--- config.mk ---
export PLATFORM = sky130hd
export DESIGN_NAME = zero_count_unit
export DESIGN_NICKNAME = d
export VERILOG_FILES = /design/src/rtl/zc_pkg.sv /design/src/rtl/zc_prep.sv /design/src/rtl/zc_lzc.sv /design/src/rtl/zero_count_unit.sv
export SDC_FILE = /design/constraint.sdc
export NUM_CORES = 1
export LEC_CHECK = 0
export BUFFER_PORTS_ARGS = -buffer_cell sky130_fd_sc_hd__buf_2
export CORE_AREA = 4 4 81 83
export CTS_BUF_LIST = sky130_fd_sc_hd__clkbuf_4
export CTS_CLUSTER_DIAMETER = 50
export DETAILED_ROUTE_END_ITERATION = 8
export DIE_AREA = 0 0 85 87
export GPL_TIMING_DRIVEN = 0
export PLACE_DENSITY_LB_ADDON = 0.3
export REMOVE_ABC_BUFFERS = 1
export SYNTH_ARGS = -nofsm -noshare
export SYNTH_HDL_FRONTEND = slang
export SYNTH_SLANG_ARGS = --single-unit
--- constraint.sdc ---
create_clock -name clk -period 3.4 [get_ports clk]
set_input_delay 0.34 -clock clk [delete_from_list [all_inputs] [get_ports clk]]
set_output_delay 0.34 -clock clk [all_outputs]
set_load 0.02 [all_outputs]
--- src/rtl/zc_pkg.sv ---
// Package: shared constants and types for the zero counter.
// Assumes a power-of-two operand width of at least 4 bits.
package zc_pkg;
    parameter int ZC_DATA_W = 64;

    typedef enum logic {
        DIR_FROM_MSB = 1'b0,
        DIR_FROM_LSB = 1'b1
    } zc_dir_e;
endpackage

--- src/rtl/zc_prep.sv ---
// Operand preparation: turns any of the four modes into a leading-zero
// problem. It reverses the bits for trailing counts and moves the low word
// to the top in word mode. It also reports the saturation limit
// (full width or half width).
// Assumes DATA_W is even.
module zc_prep #(
    parameter int DATA_W = 64,
    localparam int HALF  = DATA_W / 2,
    localparam int CNT_W = $clog2(DATA_W) + 1
) (
    input  logic [DATA_W-1:0] src,
    input  logic              from_lsb,
    input  logic              word_mode,
    output logic [DATA_W-1:0] vec,
    output logic [CNT_W-1:0]  limit
);
    import zc_pkg::*;

    logic [DATA_W-1:0] rev_full;
    logic [HALF-1:0]   rev_low;
    zc_dir_e           dir;

    assign dir = zc_dir_e'(from_lsb);

    // Bit-reverse the whole operand and the low word.
    for (genvar i = 0; i < DATA_W; i++) begin : g_rev_full
        assign rev_full[i] = src[DATA_W-1-i];
    end
    for (genvar j = 0; j < HALF; j++) begin : g_rev_low
        assign rev_low[j] = src[HALF-1-j];
    end

    // Select the encoder input and the saturation limit for the mode.
    always_comb begin
        if (word_mode) begin
            vec   = (dir == DIR_FROM_LSB) ? {rev_low, {HALF{1'b0}}}
                                          : {src[HALF-1:0], {HALF{1'b0}}};
            limit = CNT_W'(HALF);
        end else begin
            vec   = (dir == DIR_FROM_LSB) ? rev_full : src;
            limit = CNT_W'(DATA_W);
        end
    end
endmodule

--- src/rtl/zc_lzc.sv ---
// Leading-zero encoder: the number of zero bits above the highest set bit.
// It returns W when the input is all zero.
// Purely combinational.
module zc_lzc #(
    parameter int W      = 64,
    localparam int CNT_W = $clog2(W) + 1
) (
    input  logic [W-1:0]     vec,
    output logic [CNT_W-1:0] cnt
);
    // Priority scan: the highest set bit wins because it is visited last.
    always_comb begin
        cnt = CNT_W'(W);
        for (int k = 0; k < W; k++) begin
            if (vec[k]) cnt = CNT_W'(W - 1 - k);
        end
    end
endmodule

--- src/rtl/zero_count_unit.sv ---
// Top: registered leading/trailing zero count over a doubleword or a word.
// Assumes the inputs are stable around the rising edge of clk.
// rst_n is synchronous and active low.
module zero_count_unit #(
    parameter int DATA_W = zc_pkg::ZC_DATA_W,
    localparam int HALF  = DATA_W / 2,
    localparam int CNT_W = $clog2(DATA_W) + 1
) (
    input  logic              clk,
    input  logic              rst_n,
    input  logic [DATA_W-1:0] src_i,
    input  logic              from_lsb_i,
    input  logic              word_mode_i,
    output logic [DATA_W-1:0] count_o
);
    logic [DATA_W-1:0] enc_in;
    logic [CNT_W-1:0]  limit;
    logic [CNT_W-1:0]  lz_raw;
    logic [CNT_W-1:0]  lz_sat;
    logic [CNT_W-1:0]  cnt_q;

    zc_prep #(.DATA_W(DATA_W)) u_prep (
        .src       (src_i),
        .from_lsb  (from_lsb_i),
        .word_mode (word_mode_i),
        .vec       (enc_in),
        .limit     (limit)
    );

    zc_lzc #(.W(DATA_W)) u_lzc (
        .vec (enc_in),
        .cnt (lz_raw)
    );

    // Clamp the raw count to the active operand width.
    always_comb begin
        lz_sat = (lz_raw > limit) ? limit : lz_raw;
    end

    // Register the count; reset clears it.
    always_ff @(posedge clk) begin
        if (!rst_n) cnt_q <= '0;
        else        cnt_q <= lz_sat;
    end

    assign count_o = DATA_W'(cnt_q);

    // reset clears the result.
    assert_reset_clears_R1: assert property (@(posedge clk)
        !rst_n |=> count_o == '0);

    // a zero operand saturates at the active width.
    assert_zero_saturates_R7: assert property (@(posedge clk) disable iff (!rst_n)
        (src_i == '0) |=> count_o == ($past(word_mode_i) ? DATA_W'(HALF) : DATA_W'(DATA_W)));

    // doubleword leading count with the top bit set is 0.
    assert_msb_set_zero_R3: assert property (@(posedge clk) disable iff (!rst_n)
        (!word_mode_i && !from_lsb_i && src_i[DATA_W-1]) |=> count_o == '0);

    // trailing count with bit 0 set is 0.
    assert_lsb_set_zero_R4: assert property (@(posedge clk) disable iff (!rst_n)
        (from_lsb_i && src_i[0]) |=> count_o == '0);

    // a word-mode result never exceeds half the width.
    assert_word_bound_R5: assert property (@(posedge clk) disable iff (!rst_n)
        word_mode_i |=> count_o <= DATA_W'(HALF));

    // the result holds while the inputs are unchanged.
    assert_result_stable_R2: assert property (@(posedge clk) disable iff (!rst_n)
        ($stable(src_i) && $stable(from_lsb_i) && $stable(word_mode_i) && $past(rst_n))
        |=> $stable(count_o));
endmodule

==> impl_metrics.tcl, run 1 <==
set metrics [dict create \
    crit_start "from_lsb_i" \
    synth_area_sq_um 2760 \
    setup_viol 0 \
    grt_pass1_wl_microns 13600 \
    grt_pass1_vias 2788 \
    largest_reg_flops 7 \
    async_flop_share_pct 0 \
    biggestRegsByFlops "cnt_q: 7 flops" \
    yosys_warnings 0 \
    hold_depth 2 \
    clockBufferDepth 2 \
    seqPwrFrac_pct 14.8 \
    port_buffers 74 \
    comb_power_share_pct 71.0 \
    gp_congestion 0.936 \
    synth.distinct_cells 58 \
    hold_viol_final 0 \
    die_w_microns 85 \
    totalPowerFinal_mw 0.571 \
    min_to "cnt_q[6]$_SDFF_PN0_" \
    dieArea_sq_um 7400 \
    synth_cells 397 \
    required_ns 3.56 \
    final_cells 536 \
    peakVddDrop_mv 0.157 \
    p_per_area_nw_per_um2 186 \
    p_int_mw 0.278 \
    ioPinCount 132 \
    switching_share_pct 51.2 \
    clkTransAtPathRegs_ns 0.05 \
    ant_nets 0 \
    dp_worst_setup_slack_ns -1.52 \
    synth_top_area_cell "buf_4" \
    rows 28 \
    cts_sinks 7 \
    min_path_type "input port to register" \
    synth_area_leaders "buf_4, mux2i_1, mux2_2" \
    cts_tree "done" \
    cp.arrival_ns 3.30 \
    worst_slack_ns 0.262 \
    track_usage_pct 22.3 \
    synthFlopType "dfxtp_1" \
    grt_max_degree 86 \
    slew_viol_final 0 \
    ys_ff_latch 7 \
    grt_remaining_overflow 0 \
    ys_seq_area_share_pct 5.07 \
    syn_area_per_cell_sq_um 6.96 \
    worstSetupEndpointType "register" \
    dp_cells 527 \
    wirelength_microns 9180 \
    worstPathMaxFanout 43 \
    via_per_inst 5.89 \
    start_util_pct 47.2 \
    critical_path_class "input port to register" \
    layout_min_cycle_time_ns 3.14 \
    first_pass_iters 5 \
    p_clk_share_pct 14.1 \
    area_growth_pct 11.0 \
    power_switching_mw 0.292 \
    vias 3159 \
    worst_slew_pin_slew_ns 0.609 \
    slew_headroom_pct 58.9 \
    wl_per_cell_microns 17.1 \
    start_kind "input port" \
    min_from "rst_n" \
    leakage_nw 1.36 \
    drtIter0Drc 278 \
    grt_antenna_before_repair 0 \
    numCtsBuffers 3 \
    drv_cap 0 \
    dp_hpwl_microns 6890 \
    drive_above_1_share_pct 24.7 \
    remaining_drc_errors 0 \
    placeableCoreArea_sq_um 5850 \
    antenna_cells 0 \
    top_register "cnt_q" \
    outcome "finished clean" \
    synth_edf_count 0 \
    finalCritPeriodShare_pct 92.3 \
    die-height_microns 87 \
    cts_max_level 1 \
    rsz0062_at_grt "no" \
    num-nets-final 533 \
    max_freq_mhz 319 \
    cts_root_buf "clkbuf_4" \
    synth_top_area_share_pct 15.5 \
]
-- metrics by stage --
step / hold slack (ns) / utilization (%) / setup TNS [ns] / cell area [sq um]
final: 0.321 / 52.5 / 0 / 3070
after global routing: 0.322 / 52.5 / 0 / 3070
after CTS: 0.309 / 50.8 / 0 / 2970
after detailed placement: 0.573 / 49.6 / -8.55 / 2900
after global placement: 0.572 / 49.6 / -7.87 / 2900
after floorplan: 0.462 / - / 0 / 2440
-- synthesized netlist by cell type (7+ instances only) --
| cell type | number |
|---|---|
| a211oi_1 | 18 |
| a21oi_1 | 21 |
| buf_2 | 10 |
| buf_4 | 57 |
| dfxtp_1 | 7 |
| inv_1 | 12 |
| mux2_2 | 16 |
| mux2i_1 | 29 |
| nand2_1 | 28 |
| nor2_1 | 38 |
| nor2b_1 | 9 |
| nor3_1 | 20 |
| o21ai_0 | 19 |
-- cells in the final DEF, fill, tap and decap left out, drive strengths merged, types with 6 or more instances in the layout --
cell type	Yosys	layout
dfxtp	7	7
a211oi	18	18
clkbuf	2	6
inv	12	11
conb	1	57
nand2	28	28
nor2b	9	9
a21oi	21	21
nand2b	6	6
buf	73	76
nor3	21	21
mux2i	30	30
o21ai	20	20
nor2	38	38
or3	7	7
nand4	6	6
mux2	16	16
-- worst max-delay path, cell delays in order --
cell,delay (ns)
buf_16,0.16
clkinvlp_4,0.08
buf_4,0.25
mux2i_1,0.27
o211ai_1,0.19
or3_1,0.48
nor4_4,0.21
nand3_1,0.15
nor2_1,0.15
ha_1,0.14
nor2_1,0.04
and4bb_2,0.32
and3_1,0.20
nand2_1,0.08
a211oi_1,0.21
-- cell families (layout without fill, tap and decap cells) --
logic type	count (synthesis)	count (layout)	synth area share (%)
other	1	57	0.136
DFF	7	7	5.07
buffers and inverters	88	96	21.2
and+or+nand+nor	147	147	28.0
adders and majority gates	3	3	1.36
muxes	46	46	17.8
AOI/OAI and AO/OA	105	105	26.4
-- worst max path at each step --
stage / to
final: cnt_q[4]$_SDFF_PN0_
after global routing: cnt_q[4]$_SDFF_PN0_
after CTS: cnt_q[4]$_SDFF_PN0_
after detailed placement: cnt_q[4]$_SDFF_PN0_
after global placement: cnt_q[4]$_SDFF_PN0_
after floorplan: cnt_q[4]$_SDFF_PN0_
-- metal layers --
layer | global-route usage (%) | vias up | share of wire, %
met3 | 4.16 | 14 | 9.5
met5 | 0 | - | 0
li1 | - | 1498 | -
met1 | 30.7 | 1442 | 43
met4 | 4.75 | 0 | 1.7
met2 | 36.4 | 205 | 46
-- power groups by stage --
stage	Sequential (mW)	Clock, mW	Combinational [mW]
5_1_grt	0.0845	0.0937	0.441
3_5_place_dp	0.0863	0	0.375
6_report	0.0846	0.0807	0.405
4_1_cts	0.0846	0.0854	0.381
3_3_place_gp	0.0862	0	0.372
2_1_floorplan	0.0890	0	0.231
-- area by class of cell --
type | count | area (sq um)
Timing Repair Buffer | 78 | 480
Multi-Input combinational cell | 358 | 2260
Clock buffer | 4 | 30.0
Inverter | 13 | 52.6
Tap cell | 75 | 93.8
Fill cell | 593 | 2780
Sequential cell | 7 | 140
Timing Repair inverter | 1 | 7.51
-- repair_timing --
action	in CTS	in global routing
hold buffers	0	0
setup buffers	2	0
gates resized for setup	7	9
setup endpoints to repair	7	5
cloned	1	2
Power figures use the tool's default switching activity.
==> inputs of run 2 (changes only) <==
--- a/config.mk
+++ b/config.mk
@@ -6,14 +6,15 @@
 export NUM_CORES = 1
 export LEC_CHECK = 0
 export BUFFER_PORTS_ARGS = -buffer_cell sky130_fd_sc_hd__buf_2
-export CORE_AREA = 4 4 81 83
+export CORE_AREA = 4 4 87 89
 export CTS_BUF_LIST = sky130_fd_sc_hd__clkbuf_4
 export CTS_CLUSTER_DIAMETER = 50
 export DETAILED_ROUTE_END_ITERATION = 8
-export DIE_AREA = 0 0 85 87
+export DIE_AREA = 0 0 91 93
 export GPL_TIMING_DRIVEN = 0
 export PLACE_DENSITY_LB_ADDON = 0.3
 export REMOVE_ABC_BUFFERS = 1
 export SYNTH_ARGS = -nofsm -noshare
 export SYNTH_HDL_FRONTEND = slang
+export SYNTH_HIERARCHICAL = 1
 export SYNTH_SLANG_ARGS = --single-unit
==> constraint.sdc (replaced) <==
create_clock -name clk -period 3.7 [get_ports clk]
set_input_delay 0.37 -clock clk [delete_from_list [all_inputs] [get_ports clk]]
set_output_delay 0.37 -clock clk [all_outputs]
set_load 0.02 [all_outputs]
==> run 2 against run 1 <==
Setup slack lost 0.065 ns. Clock-buffer cell count is the same. Highest routed layer unchanged. Via count shrank 5.0%. Largest cell class unchanged.
==> impl_metrics.tcl, run 2 <==
set metrics [dict create \
    outcome "finished clean" \
    port_buffers 74 \
    finalCritPeriodShare_pct 94.7 \
    synthXorXnorAreaFrac_pct 0 \
    worstSetupEndpointType "register" \
    dieArea_sq_um 8460 \
    die-height_microns 93 \
    synth_cells 445 \
    synth_top_area_share_pct 23.5 \
    drive_above_1_share_pct 17.6 \
    synth_top_area_cell "mux2i_1" \
    placeableCoreArea_sq_um 6760 \
    leakage_nw 1.55 \
    ys_seq_area_share_pct 4.70 \
    post_cts_resized 3 \
    synth_top_family_by_area "simple AND/OR/NAND/NOR gates" \
    wl_per_cell_microns 13.3 \
    grt_antenna_before_repair 0 \
    required_ns 3.88 \
    remaining_drc_errors 0 \
    cts_root_buf "clkbuf_4" \
    track_usage_pct 16.4 \
    synth_area_leaders "mux2i_1, buf_4, nor2_1" \
    fin_util_pct 46.4 \
    synthFlopType "dfxtp_1" \
    min_path_type "input port to register" \
    num-nets-final 577 \
    postPlaceCellArea_sq_um 3070 \
    cts_max_level 1 \
    start_kind "input port" \
    p_per_area_nw_per_um2 172 \
    grt_pass1_vias 2576 \
    yosys-top-cells-count "mux2i_1, buf_4, nor2_1" \
    mostFrequentLayoutCells "buf_2, mux2i_1, conb_1" \
    synth_edf_count 0 \
    clkTransAtPathRegs_ns 0.05 \
    synth_area_sq_um 2980 \
    final_common_cell "buf_2" \
    slew_viol_final 0 \
    synth_most_common_cell "mux2i_1" \
    post_cts_buffers 0 \
    grt_pass1_wl_microns 11700 \
    setup_viol 0 \
    drtIter0Drc 144 \
    via_per_inst 5.16 \
    wirelength_microns 7760 \
    numCtsBuffers 3 \
    gp_congestion 0.908 \
    muxShareOfSynthArea_pct 23.5 \
    cp.arrival_ns 3.68 \
    die_w_microns 91 \
    nFillCells 736 \
    antenna_cells 0 \
    layout_min_cycle_time_ns 3.50 \
    grt_max_degree 97 \
    max_freq_mhz 286 \
    synth_compound_area_share_pct 18.2 \
    drv_cap 0 \
    cts_hold_buf 0 \
    synthSimpleGateAreaFrac_pct 27.7 \
    rsz0062_at_grt "no" \
    slew_headroom_pct 57.2 \
    ant_nets 0 \
    synthAdderAreaFrac_pct 2.94 \
    first_pass_iters 5 \
    final_cells 581 \
    ioPinCount 132 \
    ys_ff_latch 7 \
    cts_tree "done" \
    async_flop_share_pct 0 \
    clockBufferDepth 2 \
    syn_area_per_cell_sq_um 6.69 \
    design_area_sq_um 3130 \
    area_growth_pct 5.21 \
    biggestRegsByFlops "cnt_q: 7 flops" \
    largest_reg_flops 7 \
    vias 3000 \
    worst_slew_pin_slew_ns 0.635 \
    rows 30 \
    critical_path_class "input port to register" \
    synth.distinct_cells 50 \
    start_util_pct 44.1 \
    grt_remaining_overflow 0 \
    hold_viol_final 0 \
    worstPathMaxFanout 96 \
    dp_cells 577 \
    dp_hpwl_microns 6530 \
    top_register "cnt_q" \
    peakVddDrop_mv 0.106 \
    holdWs_ns 0.481 \
    cts_sinks 7 \
    yosys_warnings 6 \
]
-- run 2: per-layer routing --
metal  GRT usage (%)  routed length [microns]  up-vias
li1                -                        -     1553
met2            28.9                     3670      113
met1            22.2                     3580     1329
met5               0                        0        -
met4            3.02                       46        0
met3            1.13                      451        5
-- run 2: logic make-up (layout without fill, tap and decap cells) --
| group | count (synthesis) | after routing |
|---|---|---|
| flip-flops | 7 | 7 |
| AO/OA/AOI/OAI | 87 | 87 |
| buffers and inverters | 100 | 96 |
| adder cells (fa/ha/maj) | 7 | 7 |
| other | 2 | 62 |
| multiplexers | 70 | 70 |
| AND/OR/NAND/NOR | 172 | 172 |
-- run 2: final cells by class --
| class | instances | area (sq um) | share of cell area, % |
|---|---|---|---|
| Tap cell | 80 | 100 | 3.19 |
| Multi-Input combinational cell | 398 | 2400 | 76.4 |
| Timing Repair Buffer | 74 | 400 | 12.8 |
| Clock buffer | 4 | 30.0 | 0.958 |
| Inverter | 18 | 67.6 | 2.16 |
| Sequential cell | 7 | 140 | 4.47 |
-- run 2: where the power goes --
part	internal [mW]	switching, mW	leakage, nW
registers	0.0785	0.000446	0.0569
clock network	0.0484	0.0267	0.0184
logic	0.132	0.254	1.47
-- run 2: final timing paths --
| kind | depth (start not counted) | startpoint | slack (ns) | endpoint |
|---|---|---|---|---|
| setup / recovery | 13 | from_lsb_i | 0.20 | cnt_q[5]$_SDFF_PN0_ |
| hold / removal | 3 | rst_n | 0.48 | cnt_q[2]$_SDFF_PN0_ |
-- run 2: worst max-delay path: stages --
cell      delay [ns]
buf_12          0.33
mux2i_1         0.26
nor2_1          0.11
or4_1           0.58
nor2b_1         0.20
nand3_1         0.19
a211oi_1        0.34
nor2_1          0.10
ha_1            0.31
nand4_1         0.11
a21o_1          0.23
a21oi_4         0.28
mux2i_1         0.22
-- run 2: metrics by stage --
stage               total power [mW]  worst slack, ns  setup TNS, ns
detailed placement             0.458           -0.858          -5.66
finish                         0.540            0.198              0
global route                   0.588           0.0698              0
global placement               0.455            -1.10          -7.41
CTS                            0.536           0.0198              0
floorplan                      0.327            0.761              0
